### src/rtl/energy_pkg.sv
package energy_pkg;
  localparam int unsigned MAG_W   = 32;
  localparam int unsigned DUR_W   = 16;
  localparam int unsigned THR_W   = 16;
  localparam int unsigned E_W     = 64;
  localparam int unsigned ADDR_W  = 3;
  localparam int unsigned WDATA_W = 32;
  // 0.01 W * 1 ms = 1e-5 J ; 1 mWh = 3.6 J -> 360000 units per mWh
  localparam int unsigned MWH_DIV = 360000;
  localparam int unsigned RES_W   = $clog2(MWH_DIV);
  localparam logic [THR_W-1:0] THR_RST = THR_W'(100);

  typedef enum logic [ADDR_W-1:0] {
    A_ACT_IMP = 3'd0,
    A_ACT_EXP = 3'd1,
    A_REA_IMP = 3'd2,
    A_REA_EXP = 3'd3,
    A_THRESH  = 3'd4,
    A_CTRL    = 3'd5
  } reg_addr_e;
endpackage

### src/rtl/energy_scaler.sv
module energy_scaler #(
  parameter int unsigned MAG_W = energy_pkg::MAG_W,
  parameter int unsigned DUR_W = energy_pkg::DUR_W,
  parameter int unsigned RES_W = energy_pkg::RES_W,
  parameter int unsigned DIV   = energy_pkg::MWH_DIV,
  localparam int unsigned PROD_W = MAG_W + DUR_W + 1
) (
  input  logic [MAG_W-1:0]  mag,
  input  logic [DUR_W-1:0]  dur,
  input  logic [RES_W-1:0]  res_in,
  output logic [PROD_W-1:0] quo,
  output logic [RES_W-1:0]  res_out
);
  logic [PROD_W-1:0] prod;
  logic [PROD_W-1:0] rem_full;

  always_comb begin
    prod     = PROD_W'(mag) * PROD_W'(dur) + PROD_W'(res_in);
    quo      = prod / PROD_W'(DIV);
    rem_full = prod % PROD_W'(DIV);
    res_out  = rem_full[RES_W-1:0];
  end
endmodule

### src/rtl/energy_lane.sv
module energy_lane #(
  parameter int unsigned MAG_W = energy_pkg::MAG_W,
  parameter int unsigned DUR_W = energy_pkg::DUR_W,
  parameter int unsigned THR_W = energy_pkg::THR_W,
  parameter int unsigned E_W   = energy_pkg::E_W,
  parameter int unsigned RES_W = energy_pkg::RES_W,
  parameter int unsigned DIV   = energy_pkg::MWH_DIV,
  localparam int unsigned PROD_W = MAG_W + DUR_W + 1
) (
  input  logic             clk,
  input  logic             rst,
  input  logic             clr,
  input  logic             cyc_done,
  input  logic             en,
  input  logic [THR_W-1:0] thr,
  input  logic [DUR_W-1:0] dur,
  input  logic [MAG_W-1:0] mag,
  input  logic             neg,
  output logic [E_W-1:0]   e_imp,
  output logic [E_W-1:0]   e_exp
);
  logic [E_W-1:0]    energy [2];
  logic [RES_W-1:0]  resid  [2];
  logic [RES_W-1:0]  res_sel;
  logic [PROD_W-1:0] quo;
  logic [RES_W-1:0]  res_nxt;
  logic              above;
  logic              fire;

  assign above   = MAG_W'(thr) <= mag;
  assign fire    = cyc_done && en && above;
  assign res_sel = resid[neg];

  energy_scaler #(
    .MAG_W(MAG_W), .DUR_W(DUR_W), .RES_W(RES_W), .DIV(DIV)
  ) u_scale (
    .mag(mag), .dur(dur), .res_in(res_sel), .quo(quo), .res_out(res_nxt)
  );

  for (genvar s = 0; s < 2; s++) begin : g_side
    always_ff @(posedge clk) begin
      if (rst || clr) begin
        energy[s] <= '0;
        resid[s]  <= '0;
      end else if (fire && (neg == s[0])) begin
        energy[s] <= energy[s] + E_W'(quo);
        resid[s]  <= res_nxt;
      end
    end

    assert_residue_range_R5: assert property (@(posedge clk) disable iff (rst)
      resid[s] < RES_W'(DIV));
  end

  assign e_imp = energy[0];
  assign e_exp = energy[1];

  assert_hold_disabled_R2: assert property (@(posedge clk) disable iff (rst)
    (!en && !clr) |=> ($stable(e_imp) && $stable(e_exp)));
  assert_hold_idle_R9: assert property (@(posedge clk) disable iff (rst)
    (!cyc_done && !clr) |=> ($stable(e_imp) && $stable(e_exp)));
  assert_steer_exp_R3: assert property (@(posedge clk) disable iff (rst)
    (cyc_done && !clr && neg) |=> $stable(e_imp));
  assert_steer_imp_R3: assert property (@(posedge clk) disable iff (rst)
    (cyc_done && !clr && !neg) |=> $stable(e_exp));
  assert_noload_R4: assert property (@(posedge clk) disable iff (rst)
    (cyc_done && !clr && (mag < MAG_W'(thr))) |=> ($stable(e_imp) && $stable(e_exp)));
  assert_clear_R6: assert property (@(posedge clk) disable iff (rst)
    clr |=> (e_imp == '0 && e_exp == '0));
endmodule

### src/rtl/energy_cfg.sv
module energy_cfg #(
  parameter int unsigned ADDR_W  = energy_pkg::ADDR_W,
  parameter int unsigned WDATA_W = energy_pkg::WDATA_W,
  parameter int unsigned THR_W   = energy_pkg::THR_W,
  parameter int unsigned E_W     = energy_pkg::E_W,
  parameter logic [THR_W-1:0] THR_RST = energy_pkg::THR_RST
) (
  input  logic                clk,
  input  logic                rst,
  input  logic [ADDR_W-1:0]   addr,
  input  logic                we,
  input  logic [WDATA_W-1:0]  wdata,
  input  logic [3:0][E_W-1:0] totals,
  output logic [THR_W-1:0]    thr,
  output logic                en,
  output logic [E_W-1:0]      rdata
);
  import energy_pkg::*;

  logic [E_W-1:0] rd_nxt;

  always_ff @(posedge clk) begin
    if (rst) begin
      thr <= THR_RST;
      en  <= 1'b0;
    end else if (we) begin
      if (addr == A_THRESH) thr <= wdata[THR_W-1:0];
      if (addr == A_CTRL)   en  <= wdata[0];
    end
  end

  always_comb begin
    case (addr)
      A_ACT_IMP: rd_nxt = totals[0];
      A_ACT_EXP: rd_nxt = totals[1];
      A_REA_IMP: rd_nxt = totals[2];
      A_REA_EXP: rd_nxt = totals[3];
      A_THRESH:  rd_nxt = E_W'(thr);
      A_CTRL:    rd_nxt = E_W'(en);
      default:   rd_nxt = '0;
    endcase
  end

  always_ff @(posedge clk) begin
    if (rst) rdata <= '0;
    else     rdata <= rd_nxt;
  end

  assert_thr_write_R7: assert property (@(posedge clk) disable iff (rst)
    (we && addr == A_THRESH) |=> (thr == $past(wdata[THR_W-1:0])));
  assert_en_write_R7: assert property (@(posedge clk) disable iff (rst)
    (we && addr == A_CTRL) |=> (en == $past(wdata[0])));
  assert_unused_zero_R8: assert property (@(posedge clk) disable iff (rst)
    (addr > A_CTRL) |=> (rdata == '0));
endmodule

### src/rtl/energy_accum_top.sv
module energy_accum_top #(
  parameter int unsigned MAG_W   = energy_pkg::MAG_W,
  parameter int unsigned DUR_W   = energy_pkg::DUR_W,
  parameter int unsigned THR_W   = energy_pkg::THR_W,
  parameter int unsigned E_W     = energy_pkg::E_W,
  parameter int unsigned ADDR_W  = energy_pkg::ADDR_W,
  parameter int unsigned WDATA_W = energy_pkg::WDATA_W,
  parameter int unsigned DIV     = energy_pkg::MWH_DIV
) (
  input  logic               clk,
  input  logic               rst,
  input  logic               cyc_done,
  input  logic [DUR_W-1:0]   cyc_ms,
  input  logic [MAG_W-1:0]   p_act_mag,
  input  logic               p_act_neg,
  input  logic [MAG_W-1:0]   p_rea_mag,
  input  logic               p_rea_neg,
  input  logic               clr,
  input  logic [ADDR_W-1:0]  reg_addr,
  input  logic               reg_we,
  input  logic [WDATA_W-1:0] reg_wdata,
  output logic [E_W-1:0]     reg_rdata
);
  localparam int unsigned LANES = 2;
  localparam int unsigned RES_W = $clog2(DIV);

  logic [THR_W-1:0]          thr;
  logic                      en;
  logic [LANES-1:0][MAG_W-1:0] mags;
  logic [LANES-1:0]          negs;
  logic [2*LANES-1:0][E_W-1:0] totals;

  assign mags = {p_rea_mag, p_act_mag};
  assign negs = {p_rea_neg, p_act_neg};

  for (genvar l = 0; l < LANES; l++) begin : g_lane
    energy_lane #(
      .MAG_W(MAG_W), .DUR_W(DUR_W), .THR_W(THR_W), .E_W(E_W),
      .RES_W(RES_W), .DIV(DIV)
    ) u_lane (
      .clk(clk), .rst(rst), .clr(clr), .cyc_done(cyc_done), .en(en),
      .thr(thr), .dur(cyc_ms), .mag(mags[l]), .neg(negs[l]),
      .e_imp(totals[2*l]), .e_exp(totals[2*l+1])
    );
  end

  energy_cfg #(
    .ADDR_W(ADDR_W), .WDATA_W(WDATA_W), .THR_W(THR_W), .E_W(E_W)
  ) u_cfg (
    .clk(clk), .rst(rst), .addr(reg_addr), .we(reg_we), .wdata(reg_wdata),
    .totals(totals), .thr(thr), .en(en), .rdata(reg_rdata)
  );
endmodule

### config.mk
export PLATFORM = sky130hd
export DESIGN_NAME = energy_accum_top
export DESIGN_NICKNAME = d
export VERILOG_FILES = /design/src/rtl/energy_pkg.sv /design/src/rtl/energy_scaler.sv /design/src/rtl/energy_lane.sv /design/src/rtl/energy_cfg.sv /design/src/rtl/energy_accum_top.sv
export SDC_FILE = /design/constraint.sdc
export NUM_CORES = 2
export LEC_CHECK = 0
export BUFFER_PORTS_ARGS = -buffer_cell sky130_fd_sc_hd__buf_4
export CORE_MARGIN = 2
export CORE_UTILIZATION = 65
export DETAILED_ROUTE_END_ITERATION = 8
export PLACE_DENSITY_LB_ADDON = 0.3
export SYNTH_ARGS = -nofsm -noshare
export SYNTH_HDL_FRONTEND = slang
export SYNTH_SLANG_ARGS = --single-unit
### constraint.sdc
create_clock -name clk -period 164.7 [get_ports clk]
set_clock_uncertainty 0.15 [all_clocks]
set_input_delay 24.705 -clock clk [delete_from_list [all_inputs] [get_ports clk]]
set_output_delay 24.705 -clock clk [all_outputs]
set_load 0.01 [all_outputs]
==> flow_summary.yaml <==
place:
  gp_congestion: 0.9964
  detailed_place_hpwl_mm: 233.0
  io_buffers: 169
synth:
  yosys.area_share.simple: 0.2244
  syn_avg_cell_area_um2: 8.151
  synth-edff-count: 332
  synth-xor-area-share: 0.08145
  synth_fa_ha_area_frac: 0.2408
  synth_top_family_by_area: "adder cells"
  ys_seq_elements: 413
  ys_warn_count: 0
  synth_compound_area_frac: 0.2316
  muxShareOfSynthArea: 0.02008
  synth_fp_nets: 13450
  synth_sequential_area_ratio: 0.1184
  synth_top_flop_cell: "edfxtp_1"
  async_flop_share: 0
  synth.distinct_cells: 218
  syn_inst: 12010
  synth_area_um2: 97880
final_layout:
  area_delta_synth_final_pct: 2.754
  seq_area_um2: 11590
  fillers: 12450
  drive_gt1_frac: 0.09975
  nNetsFinal: 13200
  fin_util: 0.6723
  multi_input_comb_area_um2: 78230
status:
  status: "finished, final reports clean"
global_route:
  grt_max_degree: 84
  grt_pass1_wl_mm: 485.0
  grt_pass1_vias: 90790
  antenna_found_initial: 15
  overflow: 0
  track_usage: 0.3885
critical_path:
  cp_max_fo: 64
  crit_family: "compound AO/OA/AOI/OAI gates"
  r2r-start: "g_lane[0].u_lane.resid[1][13]"
  crit_path_start_kind: "input pin"
  path_class: "input pin to flop"
  max_stage_delay_ns: 0.92
  r2r-end: "g_lane[0].u_lane.energy[1][62]"
  reg2reg_depth: 177
  crit_arrival_ns: 84.36
  cpMaxStageDelayCell: "nor2_1"
  endpoint_kind: "flop"
  crit_buf_inv: 16
  required_ns: 165.01
  reg2reg_setup_slack_ns: 106.16
  cp_common_cell: "a21oi_1"
detailed_routing:
  dr.first_iter.drc_count: 9663
  drt-total-wl_mm: 302.4
  avgViaCountPerCell: 6.644
  drc: 0
  dr.pass1.iters: 6
  wl_per_cell_um: 21.88
  ant_nets: 0
  via_count: 91820
die:
  die_y_um: 392.1
  rows: 142
  die_x_um: 392.1
  io_pins: 186
  start_util: 0.6543
  die-area_um2: 153700
  coreArea_um2: 149600
cts:
  cts.sinks: 413
  cts_tree: "built"
  cts_hold_buffers: 0
  cts_root_buffer: "clkbuf_16"
  cts.repair.resized: 0
  path_clk_slew_ns: 0.06
  post_cts_buffers: 0
  htreeDepth: 2
  clockBufferDepth: 3
  cts_buffers: 44
  clock_latency_ns: 0.64
sta:
  setup_viol_count_final: 0
  period_share: 0.5104
  fmax_mhz: 11.90
  hold_viol: 0
  fin_setup_tns_ns: 0
  fin_crit_ns: 84.06
  tightestPinTransition_ns: 1.315
  rsz0062_at_grt: "no"
  slew_headroom: 0.1158
  final_max_slew_viol_count: 0
flow_run:
  maxCapViolations: 0
min_path:
  hold_path_class: "flop to flop"
  whs_endpoint: "u_cfg.rdata[9]"
  hold_path_startpoint: "g_lane[0].u_lane.energy[1][9]"
  hold-path-cell-count: 2
## state kept, by name, summed over array words and instances (netlist names)
| signal | count |
|---|---|
| g_lane.u_lane.energy | 256 |
| u_cfg.thr | 16 |
| u_cfg.en | 1 |
| u_cfg.rdata | 64 |
| g_lane.u_lane.resid | 76 |
## Yosys cell counts (124+ instances only)
master,n,area (µm²)
o21bai_1,126,945.9
xor2_1,267,2338
clkbuf_1,295,1107
a21oi_1,647,3238
o21ai_0,306,1531
a31oi_1,128,800.8
nand4_1,130,813.3
inv_1,1251,4696
a21o_1,153,1149
a22oi_1,124,930.9
nor3_1,234,1171
nand2_1,1359,5101
nand3_1,281,1406
mux2i_1,129,1291
fa_1,880,17620
xnor2_1,557,4878
ha_1,434,5430
and2_1,436,2728
nor2_1,948,3558
edfxtp_1,332,9970
## worst max-delay path by stage
stage               from                             end  slack (ns)  cells after the start
2_1_floorplan  cyc_ms[6]  g_lane[0].u_lane.energy[1][60]       95.27                    191
3_3_place_gp   cyc_ms[4]  g_lane[0].u_lane.energy[1][60]       82.85                    182
3_5_place_dp   cyc_ms[4]  g_lane[0].u_lane.energy[1][62]       81.59                    182
4_1_cts        cyc_ms[4]  g_lane[0].u_lane.energy[1][62]       81.98                    182
5_1_grt        cyc_ms[7]  g_lane[0].u_lane.energy[1][62]       76.33                    182
6_report       cyc_ms[7]  g_lane[0].u_lane.energy[1][62]       80.64                    182
## stage by stage
| step | instances | cell area [µm²] | hold WS (ns) | worst slack [ns] |
|---|---|---|---|---|
| final | 13820 | 100600 | 0.4002 | 80.64 |
| after global routing | 13820 | 100600 | 0.4358 | 76.33 |
| after CTS | 13820 | 100600 | 0.4090 | 81.98 |
| after detailed placement | 13730 | 99080 | 0.3946 | 81.59 |
| after global placement | 13730 | 99080 | 0.3799 | 82.85 |
| after floorplan | 12010 | 97880 | 0.2990 | 95.27 |
## layout make-up
| class | instances | area share |
|---|---|---|
| clock inverters | 26 | 0.003209 |
| multi-input cells | 9773 | 0.7778 |
| inverters | 1288 | 0.04875 |
| well taps | 2016 | 0.02508 |
| clock buffers | 55 | 0.01156 |
| flip-flops and latches | 413 | 0.1152 |
| repair buffers | 244 | 0.01821 |
| diodes | 5 | 0.0001244 |
## worst min-delay path, cell delays in order (launching register included)
cell and delay, ns:
edfxtp_1 0.35, a221oi_1 0.08, nor2_1 0.08
## cell families (layout without fill, tap and decap cells)
family | after synthesis | count (layout)
other cells | 0 | 5
mux | 186 | 186
flops | 413 | 413
compound gates | 3027 | 3027
fa+ha+maj | 1365 | 1365
buf+inv | 1823 | 1613
xor+xnor | 868 | 868
simple gates | 4327 | 4327
## cell usage in the layout (no fill, tap or decap), types with 81 or more instances in the layout
master    instances
nand2_1        1355
inv_1          1251
nor2_1          948
fa_1            880
a21oi_1         647
xnor2_1         556
and2_1          436
ha_1            434
edfxtp_1        332
o21ai_0         306
nand3_1         279
xor2_1          267
buf_4           244
nor3_1          233
a21o_1          152
nand4_1         130
mux2i_1         129
a31oi_1         128
o21bai_1        126
a22oi_1         124
o211ai_1        112
o21ai_1         109
and3_1          100
or3_1            97
o21a_1           96
a211oi_1         91
dfxtp_1          81
## metal layers
layer  track usage  up-vias  wire length, µm
met5             0        -              196
met4        0.1462       22            12470
met3        0.1150      858            35790
met2        0.6021     4769           133100
li1              -    41700                -
met1        0.5115    44480           120800
Power is not shown: default switching activity piles up to over one toggle a cycle in this logic, so the estimate is an artifact.
